$ cat src/rtl/lvc_pkg.sv
// Shared types and constant helpers for the speech path level control unit.
// Assumes step ratios are expressed as num/1024 in fixed point.
package lvc_pkg;

    typedef struct packed {
        logic att;
        logic gc;
        logic clip;
    } lvc_en_t;

    localparam int unsigned STEP_SH     = 10;
    localparam int unsigned UP_NUM      = 1085;   // +0.5 dB per step
    localparam int unsigned DN_NUM      = 967;    // -0.5 dB per step
    localparam int unsigned GAIN_ONE    = 32767;  // unity in Q15
    localparam int unsigned GAIN_FRAC   = 15;

    // Apply k successive num/1024 scalings to base (constant evaluation only).
    function automatic int unsigned scale_steps(int unsigned base, int unsigned num, int unsigned k);
        int unsigned v;
        v = base;
        for (int unsigned i = 0; i < k; i++) begin
            v = (v * num) >> STEP_SH;
        end
        return v;
    endfunction

endpackage

$ cat src/rtl/lvc_level_track.sv
// First-order smoothed magnitude tracker. Once per update pulse:
// lvl <= lvl + floor((|smp| - lvl) >> SHIFT). Assumes SHIFT >= 1.
module lvc_level_track #(
    parameter int W     = 16,
    parameter int SHIFT = 3
) (
    input  logic                clk,
    input  logic                rst_n,
    input  logic                upd,
    input  logic signed [W-1:0] smp,
    output logic [W:0]          lvl
);
    localparam int LW = W + 1;

    logic signed [LW-1:0] ext;
    logic [LW-1:0]        mag;
    logic signed [LW+1:0] diff;
    logic signed [LW+1:0] nxt;

    // Magnitude of the incoming sample and the smoothed next level.
    always_comb begin
        ext  = {smp[W-1], smp};
        mag  = smp[W-1] ? LW'(-ext) : LW'(ext);
        diff = $signed({2'b00, mag}) - $signed({2'b00, lvl});
        nxt  = $signed({2'b00, lvl}) + (diff >>> SHIFT);
    end

    // Level register, advanced once per frame.
    always_ff @(posedge clk) begin
        if (!rst_n) begin
            lvl <= '0;
        end else if (upd) begin
            lvl <= nxt[LW-1:0];
        end
    end
endmodule

$ cat src/rtl/lvc_gain_stage.sv
// Receive-in compressor: counts how many half-dB thresholds above the knee the
// level reaches (capped at STEPS) and scales the sample by the matching Q15 gain.
// Assumes KNEE*1085^STEPS/1024^STEPS fits in 32 bits.
module lvc_gain_stage #(
    parameter int W     = 16,
    parameter int KNEE  = 1450,
    parameter int STEPS = 17
) (
    input  logic                en,
    input  logic [W:0]          lvl,
    input  logic signed [W-1:0] x,
    output logic signed [W-1:0] y
);
    import lvc_pkg::*;

    localparam int IW = $clog2(STEPS + 1);
    localparam int PW = W + 17;

    logic [STEPS-1:0]     hit;
    logic [15:0]          gtab [STEPS+1];
    logic [IW-1:0]        idx;
    logic [15:0]          gsel;
    logic signed [PW-1:0] prod;
    logic signed [PW-1:0] shifted;

    // Threshold comparators and gain table entries, one per step.
    for (genvar k = 1; k <= STEPS; k++) begin : g_step
        localparam int unsigned TK = scale_steps(KNEE, UP_NUM, k);
        assign hit[k-1] = (32'(lvl) >= TK);
        assign gtab[k]  = 16'(scale_steps(GAIN_ONE, DN_NUM, k));
    end
    assign gtab[0] = 16'(GAIN_ONE);

    // Step count: thresholds rise monotonically, so the count of hits is the index.
    always_comb begin
        idx = '0;
        for (int k = 0; k < STEPS; k++) begin
            idx = idx + IW'(hit[k]);
        end
    end

    // Gain selection for the current step count.
    always_comb begin
        gsel = gtab[0];
        for (int k = 1; k <= STEPS; k++) begin
            if (idx == IW'(k)) gsel = gtab[k];
        end
    end

    // Scale and floor; bypass when disabled or below the first step.
    always_comb begin
        prod    = PW'(x) * PW'($signed({1'b0, gsel}));
        shifted = prod >>> GAIN_FRAC;
        y       = (en && idx != '0) ? shifted[W-1:0] : x;
    end
endmodule

$ cat src/rtl/lvc_path_steer.sv
// Chooses which direction takes the switched loss from talker activity.
// Exactly one of att_rin/att_sout is high when en is high; none otherwise.
module lvc_path_steer #(
    parameter int LW      = 17,
    parameter int ACT_THR = 145
) (
    input  logic          en,
    input  logic [LW-1:0] rin_lvl,
    input  logic [LW-1:0] sin_lvl,
    output logic          att_rin,
    output logic          att_sout
);
    logic rin_act;
    logic sin_act;
    logic pick_sout;

    // Activity flags and the steering rule.
    always_comb begin
        rin_act   = rin_lvl > LW'(ACT_THR);
        sin_act   = sin_lvl > LW'(ACT_THR);
        pick_sout = rin_act && !sin_act;
        att_sout  = en && pick_sout;
        att_rin   = en && !pick_sout;
    end
endmodule

$ cat src/rtl/lvc_level_ctrl.sv
// Speech path level control unit top. Stage one (frame_go) captures samples and
// enables and advances the level trackers; stage two computes and registers
// rout/sout and pulses out_valid. Assumes frame_go is a single-cycle pulse.
module lvc_level_ctrl #(
    parameter int W         = 16,
    parameter int REF_LVL   = 14500,
    parameter int KNEE_DIV  = 10,
    parameter int ACT_DIV   = 100,
    parameter int CLIP_DIV  = 501,
    parameter int TRK_SHIFT = 3,
    parameter int GC_STEPS  = 17
) (
    input  logic                clk,
    input  logic                rst_n,
    input  logic                frame_go,
    input  logic                en_att,
    input  logic                en_gc,
    input  logic                en_clip,
    input  logic signed [W-1:0] rin_in,
    input  logic signed [W-1:0] sin_in,
    input  logic signed [W-1:0] sout_in,
    output logic signed [W-1:0] rout,
    output logic signed [W-1:0] sout,
    output logic                out_valid
);
    import lvc_pkg::*;

    localparam int LW       = W + 1;
    localparam int KNEE     = REF_LVL / KNEE_DIV;
    localparam int ACT_THR  = REF_LVL / ACT_DIV;
    localparam int CLIP_THR = REF_LVL / CLIP_DIV;

    lvc_en_t              en_q;
    lvc_en_t              en_o;
    logic signed [W-1:0]  cap_rin;
    logic signed [W-1:0]  cap_sout;
    logic                 pend;
    logic signed [W-1:0]  trk_in  [2];
    logic [LW-1:0]        trk_lvl [2];
    logic signed [W-1:0]  g_rin;
    logic                 att_rin;
    logic                 att_sout;
    logic                 att_rin_o;
    logic                 att_sout_o;
    logic signed [W-1:0]  r_pre;
    logic signed [W-1:0]  s_pre;
    logic signed [LW-1:0] s_ext;
    logic [LW-1:0]        s_mag;
    logic signed [W-1:0]  s_post;

    // Stage one: capture frame samples and enables (enables follow inputs in reset).
    always_ff @(posedge clk) begin
        if (!rst_n) begin
            cap_rin  <= '0;
            cap_sout <= '0;
            en_q     <= '{att: en_att, gc: en_gc, clip: en_clip};
            pend     <= 1'b0;
        end else begin
            if (frame_go) begin
                cap_rin  <= rin_in;
                cap_sout <= sout_in;
                en_q     <= '{att: en_att, gc: en_gc, clip: en_clip};
            end
            pend <= frame_go;
        end
    end

    // One tracker per observed direction: index 0 receive-in, index 1 send-in.
    assign trk_in[0] = rin_in;
    assign trk_in[1] = sin_in;
    for (genvar p = 0; p < 2; p++) begin : g_trk
        lvc_level_track #(.W(W), .SHIFT(TRK_SHIFT)) u_trk (
            .clk   (clk),
            .rst_n (rst_n),
            .upd   (frame_go),
            .smp   (trk_in[p]),
            .lvl   (trk_lvl[p])
        );
    end

    lvc_gain_stage #(.W(W), .KNEE(KNEE), .STEPS(GC_STEPS)) u_gain (
        .en  (en_q.gc),
        .lvl (trk_lvl[0]),
        .x   (cap_rin),
        .y   (g_rin)
    );

    lvc_path_steer #(.LW(LW), .ACT_THR(ACT_THR)) u_steer (
        .en       (en_q.att),
        .rin_lvl  (trk_lvl[0]),
        .sin_lvl  (trk_lvl[1]),
        .att_rin  (att_rin),
        .att_sout (att_sout)
    );

    // Apply the switched loss, then clip the quiet send-out samples.
    always_comb begin
        r_pre  = att_rin  ? (g_rin >>> 1)    : g_rin;
        s_pre  = att_sout ? (cap_sout >>> 1) : cap_sout;
        s_ext  = {s_pre[W-1], s_pre};
        s_mag  = s_pre[W-1] ? LW'(-s_ext) : LW'(s_ext);
        s_post = (en_q.clip && s_mag < LW'(CLIP_THR)) ? '0 : s_pre;
    end

    // Stage two: register the frame result and its valid pulse.
    always_ff @(posedge clk) begin
        if (!rst_n) begin
            rout       <= '0;
            sout       <= '0;
            out_valid  <= 1'b0;
            en_o       <= '0;
            att_rin_o  <= 1'b0;
            att_sout_o <= 1'b0;
        end else begin
            out_valid <= pend;
            if (pend) begin
                rout       <= r_pre;
                sout       <= s_post;
                en_o       <= en_q;
                att_rin_o  <= att_rin;
                att_sout_o <= att_sout;
            end
        end
    end
endmodule

$ cat config.mk
export PLATFORM = sky130hd
export DESIGN_NAME = lvc_level_ctrl
export DESIGN_NICKNAME = d
export VERILOG_FILES = /design/src/rtl/lvc_pkg.sv /design/src/rtl/lvc_level_track.sv /design/src/rtl/lvc_gain_stage.sv /design/src/rtl/lvc_path_steer.sv /design/src/rtl/lvc_level_ctrl.sv
export SDC_FILE = /design/constraint.sdc
export NUM_CORES = 1
export LEC_CHECK = 0
export BUFFER_PORTS_ARGS = -buffer_cell sky130_fd_sc_hd__buf_2
export CELL_PAD_IN_SITES_DETAIL_PLACEMENT = 0
export CELL_PAD_IN_SITES_GLOBAL_PLACEMENT = 1
export CORE_AREA = 5 5 247 189
export DETAILED_ROUTE_END_ITERATION = 10
export DIE_AREA = 0 0 252 194
export PLACE_DENSITY_LB_ADDON = 0.08
export SYNTH_ARGS = -nofsm -noshare
export SYNTH_HDL_FRONTEND = slang
export SYNTH_SLANG_ARGS = --single-unit
$ cat constraint.sdc
create_clock -name clk -period 28.4 [get_ports clk]
set_clock_uncertainty 0.15 [all_clocks]
set_input_delay 5.68 -clock clk [delete_from_list [all_inputs] [get_ports clk]]
set_output_delay 5.68 -clock clk [all_outputs]
set_load 0.01 [all_outputs]
==> results.yml <==
finish:
  nFillCells: 4550
  nets: 2586
  final_core_util: 0.423
  diodes: 0
  stdcell_area_um2: 18600
  regArea_um2: 2090
  area_delta_synth_final_pct: 7.37
  multiInputGateArea_um2: 13700
  drive_gt1_frac: 0.0801
setup_path:
  cp-start-kind: "flop"
  crit_top_cell: "fa_1"
  crit_slowest_cell: "fa_1"
  end_kind: "flop"
  cpPeakStageDelay_ns: 1.16
  crit_type: "reg2reg"
  required_ns: 28.50
  crit_fanout: 30
  arrival_ns: 14.01
synthesis:
  synth_simple_gate_area_frac: 0.202
  synth_compound_area_frac: 0.151
  synthXorXnorAreaFrac: 0.0465
  muxShareOfSynthArea: 0.0362
  yosysSeqAreaShare: 0.121
  ys_types: 84
  netlist.area_leader.share: 0.222
  yosysWarnings: 0
  synth_edf_count: 3
  yosys_register_bits: 103
  synth_fa_ha_area_frac: 0.356
  syn_area_um2: 17300
  synth_area_leader_cell: "fa_1"
  synth_cells: 2132
  yosysMostFrequentCell: "inv_1"
  synth.area.top_cells: "fa_1 (22%), ha_1 (13%), dfxtp_1 (12%)"
  synth_ff_type: "dfxtp_1"
  synth_top_family_by_area: "adder cells"
  async_flop_share: 0
  synthTopCellsByCount: "inv_1 (297), nand2_1 (246), fa_1 (192)"
  syn_area_per_cell_um2: 8.12
timing:
  finalSetupViolations: 0
  fin_crit_ns: 13.91
  final-hold-violation-count: 0
  rsz0062_at_grt: "false"
  worstMarginPinSlew_ns: 1.17
  period_share: 0.490
  fmax_mhz: 71.9
  maxSlewHeadroom: 0.221
  finalSetupTns_ns: 0
  slew_violations: 0
die:
  io_pins: 87
  die_x_um: 252
  die_area_um2: 48900
  initial_core_util: 0.394
  core_area_um2: 44000
  die_y_um: 194
  rows: 67
clocking:
  cts_resized: 0
  cts_buffers: 9
  cts.sink_count: 103
  holdBufCountCts: 0
  clkSlewWorstSetupHoldPaths_ns: 0.08
  cts_root_buffer: "clkbuf_16"
  clock_path_buffers: 2
  tritoncts: "done"
  post_cts_buffers: 0
  htreeDepth: 3
  clk_latency_ns: 0.37
grt:
  grt_max_degree: 62
  grt_usage: 0.213
  grt_antenna_before_repair: 0
  grt_pass1_wl_mm: 83.8
  grt_pass1_vias: 14667
  overflow: 0
route:
  wirelength_mm: 51.5
  drcViolationCount: 0
  routed_via_density: 5.27
  dr_total_vias: 14457
  drtIter0Drc: 824
  first_pass_iters: 5
  routedWlPerCell_um: 18.8
  drtAntennaViolNets: 0
worst_hold_path:
  hold_class: "reg2reg"
placed_design:
  dp_hpwl_mm: 40.0
  gp_congestion: 0.867
  place_area_um2: 18300
  port_buffers: 86
flow_run:
  max_cap_viol_count: 0
outcome:
  status: "finished, final reports clean"
## through the flow
step                      cells  hold WS (ns)  setup slack (ns)
after global routing       2745         0.330             13.73
after floorplan            2133         0.288             16.18
after CTS                  2745         0.312             14.47
final                      2745         0.307             14.49
after global placement     2730         0.285             14.66
after detailed placement   2730         0.290             14.54
## worst max-delay path, delay by kind of cell (launching register included)
family / cells / cell delay, ns
multiplexers: 1 / 0.46
buffers and inverters: 7 / 0.71
AND/OR/NAND/NOR: 7 / 2.77
XOR/XNOR: 1 / 0.16
AO/OA/AOI/OAI: 8 / 2.21
flip-flops: 1 / 0.37
adder cells (fa/ha/maj): 14 / 7.00
## logic make-up after synthesis
kind of cell,after synthesis
mux,61
compound gates,391
xor+xnor,92
other cells,1
buf+inv,401
flops,103
simple gates,706
fa+ha+maj,377
## area by class of cell
cell class / count / area share
clock buffer: 9 / 0.0121
clock inverter: 6 / 0.00289
inverter: 300 / 0.0606
multi-input combinational: 1629 / 0.739
sequential: 103 / 0.113
tap: 586 / 0.0394
timing repair buffer: 112 / 0.0336
## registers in the layout, indices dropped and copies added, names as in the netlist
name	cells
cap_sout	16
en_q	3
pend	1
out_valid	1
sout	16
cap_rin	16
rout	16
g_trk.u_trk.lvl	34
## final timing paths
path | startpoint | to | slack, ns | cells after the start
min | sout[9] | sout[9] | 0.31 | 2
max | g_trk[0].u_trk.lvl[12] | rout[5] | 14.49 | 38
min reg2reg | sout[9] | sout[9] | 0.31 | 2
max reg2reg | g_trk[0].u_trk.lvl[12] | rout[5] | 14.49 | 38
## placed cells by master (no fill, tap or decap), drive strengths merged, types with 75 or more instances in the layout
cell type	n
nand2	246
dfxtp	100
a21oi	95
fa	192
nor2	113
o21ai	105
buf	112
xnor2	75
inv	300
and2	134
ha	185
## metal layers
layer,vias to the layer above,track usage,share of wire
met1,7022,0.324,0.51
met4,0,0.0398,0.015
met5,-,0,0
li1,7087,-,-
met2,309,0.316,0.42
met3,39,0.0392,0.051
Power is not shown: default switching activity piles up to over one toggle a cycle in this logic, so the estimate is an artifact.
